### src/rtl/me_pkg.sv
// Shared uop class codes for the move-elimination unit.
package me_pkg;
    typedef enum logic [2:0] {
        OP_OTHER   = 3'd0,
        OP_XOR     = 3'd1,
        OP_MOV     = 3'd2,
        OP_MOVZ_LO = 3'd3,
        OP_MOVZ_HI = 3'd4,
        OP_MOV_HI8 = 3'd5,
        OP_MOV_IMM = 3'd6
    } me_op_e;
endpackage

### src/rtl/me_classify.sv
// Classifies one uop from its class code and register numbers.
// Assumes: register numbers are architectural; no state is held here.
module me_classify #(
    parameter int ARCH_W = 4
) (
    input  logic [2:0]        op,
    input  logic [ARCH_W-1:0] dst,
    input  logic [ARCH_W-1:0] src,
    output logic              zero_idiom,
    output logic              copy_cand,
    output logic              slow_hi
);
    import me_pkg::*;

    // Decide the uop class from the op code and register identity.
    always_comb begin
        zero_idiom = (op == OP_XOR) && (dst == src);
        copy_cand  = ((op == OP_MOV) || (op == OP_MOVZ_LO)) && (dst != src);
        slow_hi    = (op == OP_MOVZ_HI);
    end
endmodule

### src/rtl/me_refcnt.sv
// Per-tag saturating reference counters.
// Assumes: tag 0 is the constant zero tag and is never counted; tags
// 1..NUM_ARCH start with one reference each after reset.
module me_refcnt #(
    parameter int NUM_PHYS = 64,
    parameter int NUM_ARCH = 16,
    parameter int CNT_W    = 3,
    localparam int TAG_W   = $clog2(NUM_PHYS)
) (
    input  logic             clk,
    input  logic             rst_n,
    input  logic             upd,
    input  logic [TAG_W-1:0] inc_tag,
    input  logic [TAG_W-1:0] dec_tag,
    input  logic [TAG_W-1:0] probe_sat_tag,
    input  logic [TAG_W-1:0] probe_last_tag,
    output logic             sat,
    output logic             last
);
    localparam logic [CNT_W-1:0] CNT_MAX = {CNT_W{1'b1}};

    logic [CNT_W-1:0] cnt [NUM_PHYS];

    // Tag 0 holds no count.
    assign cnt[0] = '0;

    for (genvar g = 1; g < NUM_PHYS; g++) begin : g_cnt
        localparam logic [CNT_W-1:0] INIT = (g <= NUM_ARCH) ? CNT_W'(1) : '0;
        logic hit_inc, hit_dec;
        assign hit_inc = upd && (inc_tag == TAG_W'(g)) && (inc_tag != dec_tag);
        assign hit_dec = upd && (dec_tag == TAG_W'(g)) && (inc_tag != dec_tag);
        // Move the count of this tag up or down by one.
        always_ff @(posedge clk) begin
            if (!rst_n)
                cnt[g] <= INIT;
            else if (hit_inc && cnt[g] != CNT_MAX)
                cnt[g] <= cnt[g] + CNT_W'(1);
            else if (hit_dec && cnt[g] != '0)
                cnt[g] <= cnt[g] - CNT_W'(1);
        end
    end

    assign sat  = (cnt[probe_sat_tag] == CNT_MAX);
    assign last = (cnt[probe_last_tag] == CNT_W'(1));
endmodule

### src/rtl/me_rename_elim.sv
// Rename-stage zero-idiom and move-elimination unit.
// Picks the destination tag, the port need and the latency of each uop,
// and returns a tag to the caller's free list when its last mapping goes.
// Assumes: in_new_tag has count zero; the caller applies out_tag.
module me_rename_elim #(
    parameter int NUM_ARCH = 16,
    parameter int NUM_PHYS = 64,
    parameter int CNT_W    = 3,
    localparam int ARCH_W  = $clog2(NUM_ARCH),
    localparam int TAG_W   = $clog2(NUM_PHYS)
) (
    input  logic              clk,
    input  logic              rst_n,
    input  logic              in_valid,
    input  logic [2:0]        in_op,
    input  logic [ARCH_W-1:0] in_dst,
    input  logic [ARCH_W-1:0] in_src,
    input  logic [TAG_W-1:0]  in_src_tag,
    input  logic [TAG_W-1:0]  in_new_tag,
    input  logic [TAG_W-1:0]  in_old_tag,
    output logic              out_elim,
    output logic              out_port,
    output logic [TAG_W-1:0]  out_tag,
    output logic [1:0]        out_lat,
    output logic              out_clean_hi,
    output logic              out_free,
    output logic [TAG_W-1:0]  out_free_tag
);
    logic zero_idiom, copy_cand, slow_hi, src_sat, old_last;
    logic [TAG_W-1:0] pick_tag;

    me_classify #(.ARCH_W(ARCH_W)) i_cls (
        .op(in_op), .dst(in_dst), .src(in_src),
        .zero_idiom(zero_idiom), .copy_cand(copy_cand), .slow_hi(slow_hi)
    );

    me_refcnt #(.NUM_PHYS(NUM_PHYS), .NUM_ARCH(NUM_ARCH), .CNT_W(CNT_W)) i_cnt (
        .clk(clk), .rst_n(rst_n), .upd(in_valid),
        .inc_tag(pick_tag), .dec_tag(in_old_tag),
        .probe_sat_tag(in_src_tag), .probe_last_tag(in_old_tag),
        .sat(src_sat), .last(old_last)
    );

    // Choose the destination tag, the port need and the latency.
    always_comb begin
        out_elim     = 1'b0;
        out_port     = 1'b0;
        out_lat      = 2'd0;
        out_clean_hi = 1'b0;
        pick_tag     = in_new_tag;
        if (zero_idiom) begin
            out_elim     = 1'b1;
            out_clean_hi = 1'b1;
            pick_tag     = '0;
        end else if (copy_cand && !src_sat) begin
            out_elim = 1'b1;
            pick_tag = in_src_tag;
        end else begin
            out_port = 1'b1;
            out_lat  = slow_hi ? 2'd2 : 2'd1;
        end
        if (!in_valid) begin
            out_elim     = 1'b0;
            out_port     = 1'b0;
            out_clean_hi = 1'b0;
        end
    end

    assign out_tag      = pick_tag;
    assign out_free     = in_valid && (in_old_tag != '0) && (in_old_tag != pick_tag) && old_last;
    assign out_free_tag = in_old_tag;
endmodule


### config.mk
export PLATFORM = sky130hd
export DESIGN_NAME = me_rename_elim
export DESIGN_NICKNAME = d
export VERILOG_FILES = /design/src/rtl/me_pkg.sv /design/src/rtl/me_classify.sv /design/src/rtl/me_refcnt.sv /design/src/rtl/me_rename_elim.sv
export SDC_FILE = /design/constraint.sdc
export NUM_CORES = 1
export LEC_CHECK = 0
export BUFFER_PORTS_ARGS = -buffer_cell sky130_fd_sc_hd__buf_2
export CELL_PAD_IN_SITES_DETAIL_PLACEMENT = 1
export CELL_PAD_IN_SITES_GLOBAL_PLACEMENT = 1
export CORE_MARGIN = 4
export CORE_UTILIZATION = 34
export DETAILED_ROUTE_END_ITERATION = 6
export PLACE_DENSITY_LB_ADDON = 0.1
export RECOVER_POWER = 50
export SYNTH_ARGS = -nofsm -noshare
export SYNTH_HDL_FRONTEND = slang
export SYNTH_SLANG_ARGS = --single-unit
### constraint.sdc
create_clock -name clk -period 4.8 [get_ports clk]
set_input_delay 0.48 -clock clk [delete_from_list [all_inputs] [get_ports clk]]
set_output_delay 0.48 -clock clk [all_outputs]
set_load 0.02 [all_outputs]
==> results of run 1 <==
-- layout by cell type, fill, tap and decap left out, types with 5 or more instances in the layout --
cell / count
buf_12: 10
a31o_2: 12
a31oi_1: 27
a21oi_2: 8
a21oi_1: 95
mux4_2: 30
clkbuf_16: 17
and2_1: 16
o211ai_1: 10
mux2i_1: 132
o22ai_1: 12
a41o_1: 7
nand2_1: 248
nand3_1: 175
clkbuf_1: 9
o21ai_0: 84
nor2b_1: 10
fa_1: 62
nor4_1: 28
nor2_1: 121
nand2b_1: 69
dfxtp_1: 187
a211oi_1: 29
and3_1: 14
buf_4: 159
o311ai_0: 14
nand4_1: 15
a41oi_1: 21
a221oi_1: 9
nor3_1: 130
o41ai_1: 5
a22oi_1: 17
o2111ai_1: 11
buf_2: 42
xnor2_1: 44
or4_1: 12
bufinv_16: 7
or3_1: 41
inv_1: 15
-- what timing repair did --
item,CTS,global route
setup buffers,0,4
gates resized for setup,0,17
endpoints found under the hold margin,0,0
setup endpoints to repair,0,24
-- per-layer routing --
metal / global-route usage, % / wire [um]
met3: 5.42 / 4450
met5: 0 / 21
met4: 12.2 / 2890
met2: 44.8 / 31300
met1: 37.9 / 29800
-- cell families after synthesis --
logic type               synth area share, %
flip-flops                              24.8
adder cells (fa/ha/maj)                 8.27
multiplexers                            13.5
AND/OR/NAND/NOR                         28.5
buffers and inverters                   4.56
XOR/XNOR                                2.81
AO/OA/AOI/OAI                           17.6
-- power by group through the flow --
| stage | Sequential, W | Combinational (W) | Clock, W |
|---|---|---|---|
| final | 0.00160 | 0.000753 | 0.00177 |
| after global placement | 0.00164 | 0.000724 | 0 |
| after CTS | 0.00160 | 0.000734 | 0.00182 |
| after floorplan | 0.00163 | 0.000394 | 0 |
| after global routing | 0.00160 | 0.000793 | 0.00187 |
| after detailed placement | 0.00164 | 0.000731 | 0 |
-- cell type report --
class,instances,share of cell area [%]
multi-input cells,1576,61.0
flip-flops and latches,189,21.2
well taps,592,4.15
inverters,17,0.358
repair buffers,223,9.39
clock inverters,14,1.48
clock buffers,18,2.41
-- metrics by stage --
| stage | area [sq um] | setup slack (ps) |
|---|---|---|
| after CTS | 17800 | 2.82 |
| after global routing | 17800 | 2.34 |
| after global placement | 17100 | -176 |
| after floorplan | 15300 | 2.47 |
| final | 17800 | 148 |
| after detailed placement | 17100 | -210 |
-- worst register-to-register path, stage by stage, from the launching register on --
cell	delay [ps]
dfxtp_1	370
and2_1	190
mux4_2	500
o211ai_1	290
o311ai_4	170
a211o_1	360
buf_4	180
a21oi_2	180
xor2_2	210
a2111oi_4	100
buf_4	170
and2_2	200
nor2_2	130
buf_4	160
nand3_1	90
fa_1	420
nor4_2	290
a41oi_1	80
or3_1	320
a21oi_1	140
-- path summary, 6_finish.rpt --
path / from / slack, ps / cells past startpoint / endpoint
setup / recovery: i_cnt.cnt[22]$_SDFFE_PN0P_ / 150 / 14 / out_free
hold / removal: rst_n / 280 / 3 / i_cnt.cnt[29]$_SDFFE_PN0P_
setup reg to reg: i_cnt.cnt[22]$_SDFFE_PN0P_ / 190 / 19 / i_cnt.cnt[161]$_SDFFE_PN0P_
hold reg to reg: i_cnt.cnt[146]$_SDFFE_PN0P_ / 510 / 2 / i_cnt.cnt[146]$_SDFFE_PN0P_
==> metrics.csv, run 1 <==
stage,metric,value,unit
pwr,Logic pwr share,18.3,%
layout,register area,0.00379,sq mm
grt,largest net degree at the start of global routing,212,
clock_tree,CTS HTree Levels,4,
timing,Slew @ Worst Pin,1540,ps
clock_tree,Num CTS Buffers,17,
detailed_routing,Routed Antenna Nets,0,
layout,diodes inserted,0,
clock_tree,CTS root buffer,clkbuf_16,
setup_path,crit path cell chain,"and2_1, mux4_2, o211ai_1, o311ai_4, a211oi_4, buf_4, buf_4, nand3_1, o2111a_1, a2111oi_4, a21oi_4, buf_6, and3_1, buf_2",
placement,input/output buffers,49,
timing,Pins Over Slew Limit,18,
floorplan,die area,0.0483,sq mm
floorplan,Ports,50,
status,status,"complete, but fails checks",
timing,max_slew headroom,-2.78,%
layout,Largest Register,i_cnt.cnt,
timing,setup_tns,0,ps
clock_tree,worst-skew pair later-pin latency,510,ps
timing,Final setup viols,0,
logic_synthesis,top cell type's share of synthesized area,24.8,%
setup_path,Top delay family on crit path,compound AO/OA/AOI/OAI gates,
clock_tree,largest buffer count on any clock path,2,
setup_path,Buf/Inv on CP,4,
logic_synthesis,Post-Syn Nets,2017,
logic_synthesis,ys async rst share,0,%
logic_synthesis,Post-synth EDFFs,0,
layout,filler instances,5407,
logic_synthesis,synth top area cells,"dfxtp_1 25%, mux2i_1 8.7%, fa_1 8.3%",
floorplan,CORE AREA,0.0443,sq mm
pwr,Final Power,0.00412,W
detailed_routing,vias per cell,6.08,
clock_tree,cts hold-fix bufs,0,
pwr,Seq pwr share,38.8,%
pwr,internal power,0.00286,W
floorplan,FP Rows,77,
clock_tree,CTS tree,done,
grt,total grt overflow,0,
pwr,VDD IR max,241,uV
floorplan,Die W,220,um
flow_run,Max Cap Viol,1,
timing,RSZ-0062 raised after global routing,false,
layout,area of the multi-input gates,0.0109,sq mm
timing,hold_ws,285,ps
logic_synthesis,synth unique cells,68,
logic_synthesis,yosys warns,0,
logic_synthesis,"FF+latch count, synth",189,
setup_path,CP endpoint kind,output pin,
detailed_routing,final wirelength,68400,um
layout,final core occ,40.3,%
floorplan,starting density of the core,34.4,%
detailed_routing,1st-pass router iterations,5,
pwr,clock network fraction of total power,42.9,%
setup_path,Critical Path AT,4170,ps
pwr,LEAKAGE,6.48,nW
detailed_routing,Avg WL per Cell,26.0,um
layout,Regs by FF count,i_cnt.cnt: 189 flops,
pwr,Sw Pwr,0.00127,W
logic_synthesis,"Primary FF master, synth",dfxtp_1,
setup_path,WP data required,4320,ps
logic_synthesis,Mapped Cells,1922,
placement,placer congestion estimate,0.920,
layout,area grow syn2layout,16.9,%
grt,Total GRT Usage,28.4,%
status,failing checks,"max-capacitance violations, max-slew violations",
grt,initial antenna violation count,6,
detailed_routing,Residual DRC,0,
timing,Final min period,4650,ps
setup_path,critical path launch point type,flop,
setup_path,critical path type,flop to output pin,
logic_synthesis,cell taking the most area after synthesis,dfxtp_1,
placement,placed instance count,2592,
grt,vias in the first global route,15786,
pwr,Sw Ratio,30.8,%
logic_synthesis,sequential area share after synthesis,24.8,%
timing,FMAX,0.215,GHz
setup_path,CP max-delay cell,a2111oi_4,
pwr,pwr/cell area,231,mW/mm^2
clock_tree,# clock sinks,189,
layout,ratio of cells with drive above 1 in the final layout,16.1,%
layout,layout net count,2119,
setup_path,"Largest stage delay, worst path",530,ps
setup_path,Crit path top cell by count,buf_4,
timing,Tcrit/Tclk final,96.9,%
layout,Non-Filler Instances,2629,
detailed_routing,drt first-iter violations,1404,
setup_path,maximum fanout along the worst path,26,
logic_synthesis,mapped cell area,0.0153,sq mm
logic_synthesis,most common library cells after synthesis,"248 x nand2_1, 189 x dfxtp_1, 177 x nand3_1, 132 x mux2i_1, 130 x nor3_1",
worst_hold_path,worst hold path type,primary input to flop,
clock_tree,"Reg clk slew, reported paths",70,ps
timing,Final Hold Fails,0,
floorplan,die height,220,um
detailed_routing,routed vias,15992,
timing,Max Clock Skew,9.99,ps
layout,max reg flops,189,
logic_synthesis,most common cell in the synthesized netlist,nand2_1,
grt,first-pass GRT wire length,102000,um
placement,dpl hpwl,49700,um
logic_synthesis,Syn Area/Cell,7.94,sq um
Note: power is estimated with default switching activity, not from simulation.
==> run 2: changes to the inputs <==
--- a/config.mk
+++ b/config.mk
@@ -5,6 +5,7 @@
 export SDC_FILE = /design/constraint.sdc
 export NUM_CORES = 1
 export LEC_CHECK = 0
+export ABC_AREA = 1
 export BUFFER_PORTS_ARGS = -buffer_cell sky130_fd_sc_hd__buf_2
 export CELL_PAD_IN_SITES_DETAIL_PLACEMENT = 1
 export CELL_PAD_IN_SITES_GLOBAL_PLACEMENT = 1
==> run 2 against run 1 <==
Against the previous run:
- die area down 0.25%
- first-iteration DRC count down 2.6%
- cell count up 15%
- the flow now finishes without violations
- hold slack better by 110 ps
- largest power group unchanged
- largest cell class unchanged
- register-to-register slack better by 410 ps
- setup slack better by 350 ps
- wire length down 4.7%
- power down 5.7%
- clock power down 6%
- sequential power about the same
==> metrics.csv, run 2 <==
stage,metric,value,unit
layout,Regs by FF count,i_cnt.cnt: 189 flops,
layout,ratio of cells with drive above 1 in the final layout,5.91,%
clock_tree,"Reg clk slew, reported paths",70,ps
layout,most frequent cells in the layout,"472 x nand2_1, 410 x nand3_1, 285 x inv_1",
grt,vias in the first global route,17422,
grt,Total GRT Usage,27.3,%
logic_synthesis,ys async rst share,0,%
timing,FMAX,0.232,GHz
grt,total grt overflow,0,
logic_synthesis,Mapped Cells,2420,
clock_tree,cts hold-fix bufs,0,
pwr,pwr/cell area,234,mW/mm^2
logic_synthesis,cell taking the most area after synthesis,dfxtp_1,
setup_path,CP endpoint kind,flop,
timing,Final setup viols,0,
logic_synthesis,sequential area share after synthesis,24.9,%
detailed_routing,routed vias,17366,
placement,"Cell Area, Placed",0.0160,sq mm
clock_tree,Post-CTS Resized,0,
detailed_routing,1st-pass router iterations,6,
setup_path,critical path type,primary input to flop,
layout,final instance area,0.0166,sq mm
layout,diodes inserted,0,
layout,"most common cell after layout, fill and taps aside",nand2_1,
floorplan,Ports,50,
setup_path,WP data required,5190,ps
status,status,"finished, final reports clean",
setup_path,critical path launch point type,primary input,
timing,max_slew headroom,32.1,%
floorplan,FP Rows,77,
setup_path,maximum fanout along the worst path,25,
logic_synthesis,Syn Area/Cell,6.29,sq um
floorplan,die area,0.0482,sq mm
detailed_routing,final wirelength,65200,um
placement,placer congestion estimate,0.925,
logic_synthesis,top cell type's share of synthesized area,24.9,%
pwr,VDD IR max,220,uV
timing,RSZ-0062 raised after global routing,false,
logic_synthesis,most common library cells after synthesis,"468 x nand2_1, 407 x nand3_1, 284 x inv_1, 258 x a21oi_1, 234 x nor2_1",
clock_tree,CTS tree,done,
clock_tree,largest buffer count on any clock path,2,
detailed_routing,Avg WL per Cell,21.5,um
clock_tree,# clock sinks,189,
timing,Slew @ Worst Pin,1010,ps
placement,dpl hpwl,48300,um
floorplan,starting density of the core,34.4,%
layout,max reg flops,189,
timing,Tcrit/Tclk final,89.7,%
layout,layout net count,2520,
setup_path,Worst Setup SP,in_src_tag[0],
clock_tree,setup bufs post-CTS,0,
logic_synthesis,synth top area cells,"dfxtp_1 25%, nand3_1 13%, nand2_1 12%",
placement,input/output buffers,49,
grt,initial antenna violation count,0,
flow_run,Max Cap Viol,0,
worst_hold_path,critical hold path startpoint,rst_n,
logic_synthesis,most common cell in the synthesized netlist,nand2_1,
timing,Final Hold Fails,0,
floorplan,Die W,220,um
grt,largest net degree at the start of global routing,87,
clock_tree,worst-skew pair later-pin latency,510,ps
logic_synthesis,Post-Syn Nets,2515,
timing,Pins Over Slew Limit,0,
clock_tree,CTS root buffer,clkbuf_16,
clock_tree,CTS HTree Levels,4,
timing,setup_tns,0,ps
grt,first-pass GRT wire length,101000,um
floorplan,die height,220,um
detailed_routing,Residual DRC,0,
clock_tree,Num CTS Buffers,17,
layout,Largest Register,i_cnt.cnt,
logic_synthesis,yosys warns,0,
logic_synthesis,synth unique cells,47,
timing,Final min period,4310,ps
pwr,LEAKAGE,7.12,nW
logic_synthesis,"FF+latch count, synth",189,
timing,Max Clock Skew,17.7,ps
detailed_routing,Routed Antenna Nets,0,
logic_synthesis,"Primary FF master, synth",dfxtp_1,
setup_path,Critical R2R Launch,i_cnt.cnt[109]$_SDFFE_PN0P_,
setup_path,Critical Path AT,4700,ps
layout,area grow syn2layout,9.13,%
worst_hold_path,worst hold path type,primary input to flop,
detailed_routing,vias per cell,5.73,
floorplan,CORE AREA,0.0442,sq mm
logic_synthesis,Post-synth EDFFs,0,
logic_synthesis,mapped cell area,0.0152,sq mm
detailed_routing,drt first-iter violations,1367,
-- run 2: cell types whose count changed after synthesis, moves of 44 or more --
cell,before,now
inv_1,16,284
clkbuf_1,90,42
nor2_1,122,234
mux2i_1,132,0
o21ai_1,1,55
nor3_1,130,15
a21oi_1,97,258
nand2_1,248,468
xnor2_1,44,0
o22ai_1,13,59
nand3_1,177,407
nand2b_1,70,0
-- run 2: worst paths after layout --
path,to,slack [ps],cells past startpoint
setup / recovery,i_cnt.cnt[56]$_SDFFE_PN0P_,490,25
hold / removal,i_cnt.cnt[71]$_SDFFE_PN0P_,390,3
setup reg to reg,i_cnt.cnt[56]$_SDFFE_PN0P_,600,22
hold reg to reg,i_cnt.cnt[51]$_SDFFE_PN0P_,510,1
-- run 2: final cells by class --
cell class                      count  area [sq um]
Timing Repair Buffer               95           677
Fill cell                        5831         27600
Multi-Input combinational cell   1829          9670
Inverter                          293          1100
Clock buffer                       21           450
Tap cell                          592           741
Clock inverter                     10           189
Sequential cell                   189          3780
-- run 2: cell families after synthesis --
logic type | Yosys count | share of synthesized area [%]
DFF | 189 | 24.9
buffers and inverters | 402 | 11.3
adders and majority gates | 63 | 8.29
AOI/OAI and AO/OA | 579 | 21.1
xor gates and xnor gates | 5 | 0.288
and+or+nand+nor | 1182 | 34.1
-- run 2: report_power, final --
group / switching (W) / internal, W / leakage (nW)
clock network: 0.000726 / 0.000936 / 0.307
logic: 0.000461 / 0.000157 / 5.28
registers: 0.0000251 / 0.00158 / 1.52
total: 0.00121 / 0.00268 / 7.12
-- run 2: stage by stage --
step | cells | utilization [%] | total power, W | hold slack [ps] | worst slack (ps)
2_1_floorplan | 2420 | - | 0.00201 | 466 | 1380
3_3_place_gp | 2998 | 36.3 | 0.00225 | 489 | 226
3_5_place_dp | 2998 | 36.3 | 0.00226 | 502 | 235
4_1_cts | 3029 | 37.7 | 0.00394 | 342 | 753
5_1_grt | 3029 | 37.6 | 0.00405 | 389 | 193
6_report | 3029 | 37.6 | 0.00389 | 391 | 493
-- run 2: worst max-delay path: stages --
cell and delay [ps]:
buf_2 140, inv_4 260, buf_4 270, nand3_1 120, nand3_1 90, nand2_1 50, nand2_1 50, nand2_1 50
inv_1 50, nand2_1 110, nand3_1 130, nand3_1 250, nand3_4 250, nand2_1 130, inv_1 80, nor2_1 100
nor2_1 280, nand2_1 380, nor3_1 380, nand2_1 160, fa_1 420, a21oi_1 140, nand2_1 80, a21oi_1 130
nor2_1 60
-- run 2: layer usage --
metal  track usage (%)  wire length [um]
met5                 0                 0
met4              10.2              2320
met3              5.21              3840
met1              36.8             29700
met2              43.5             29300
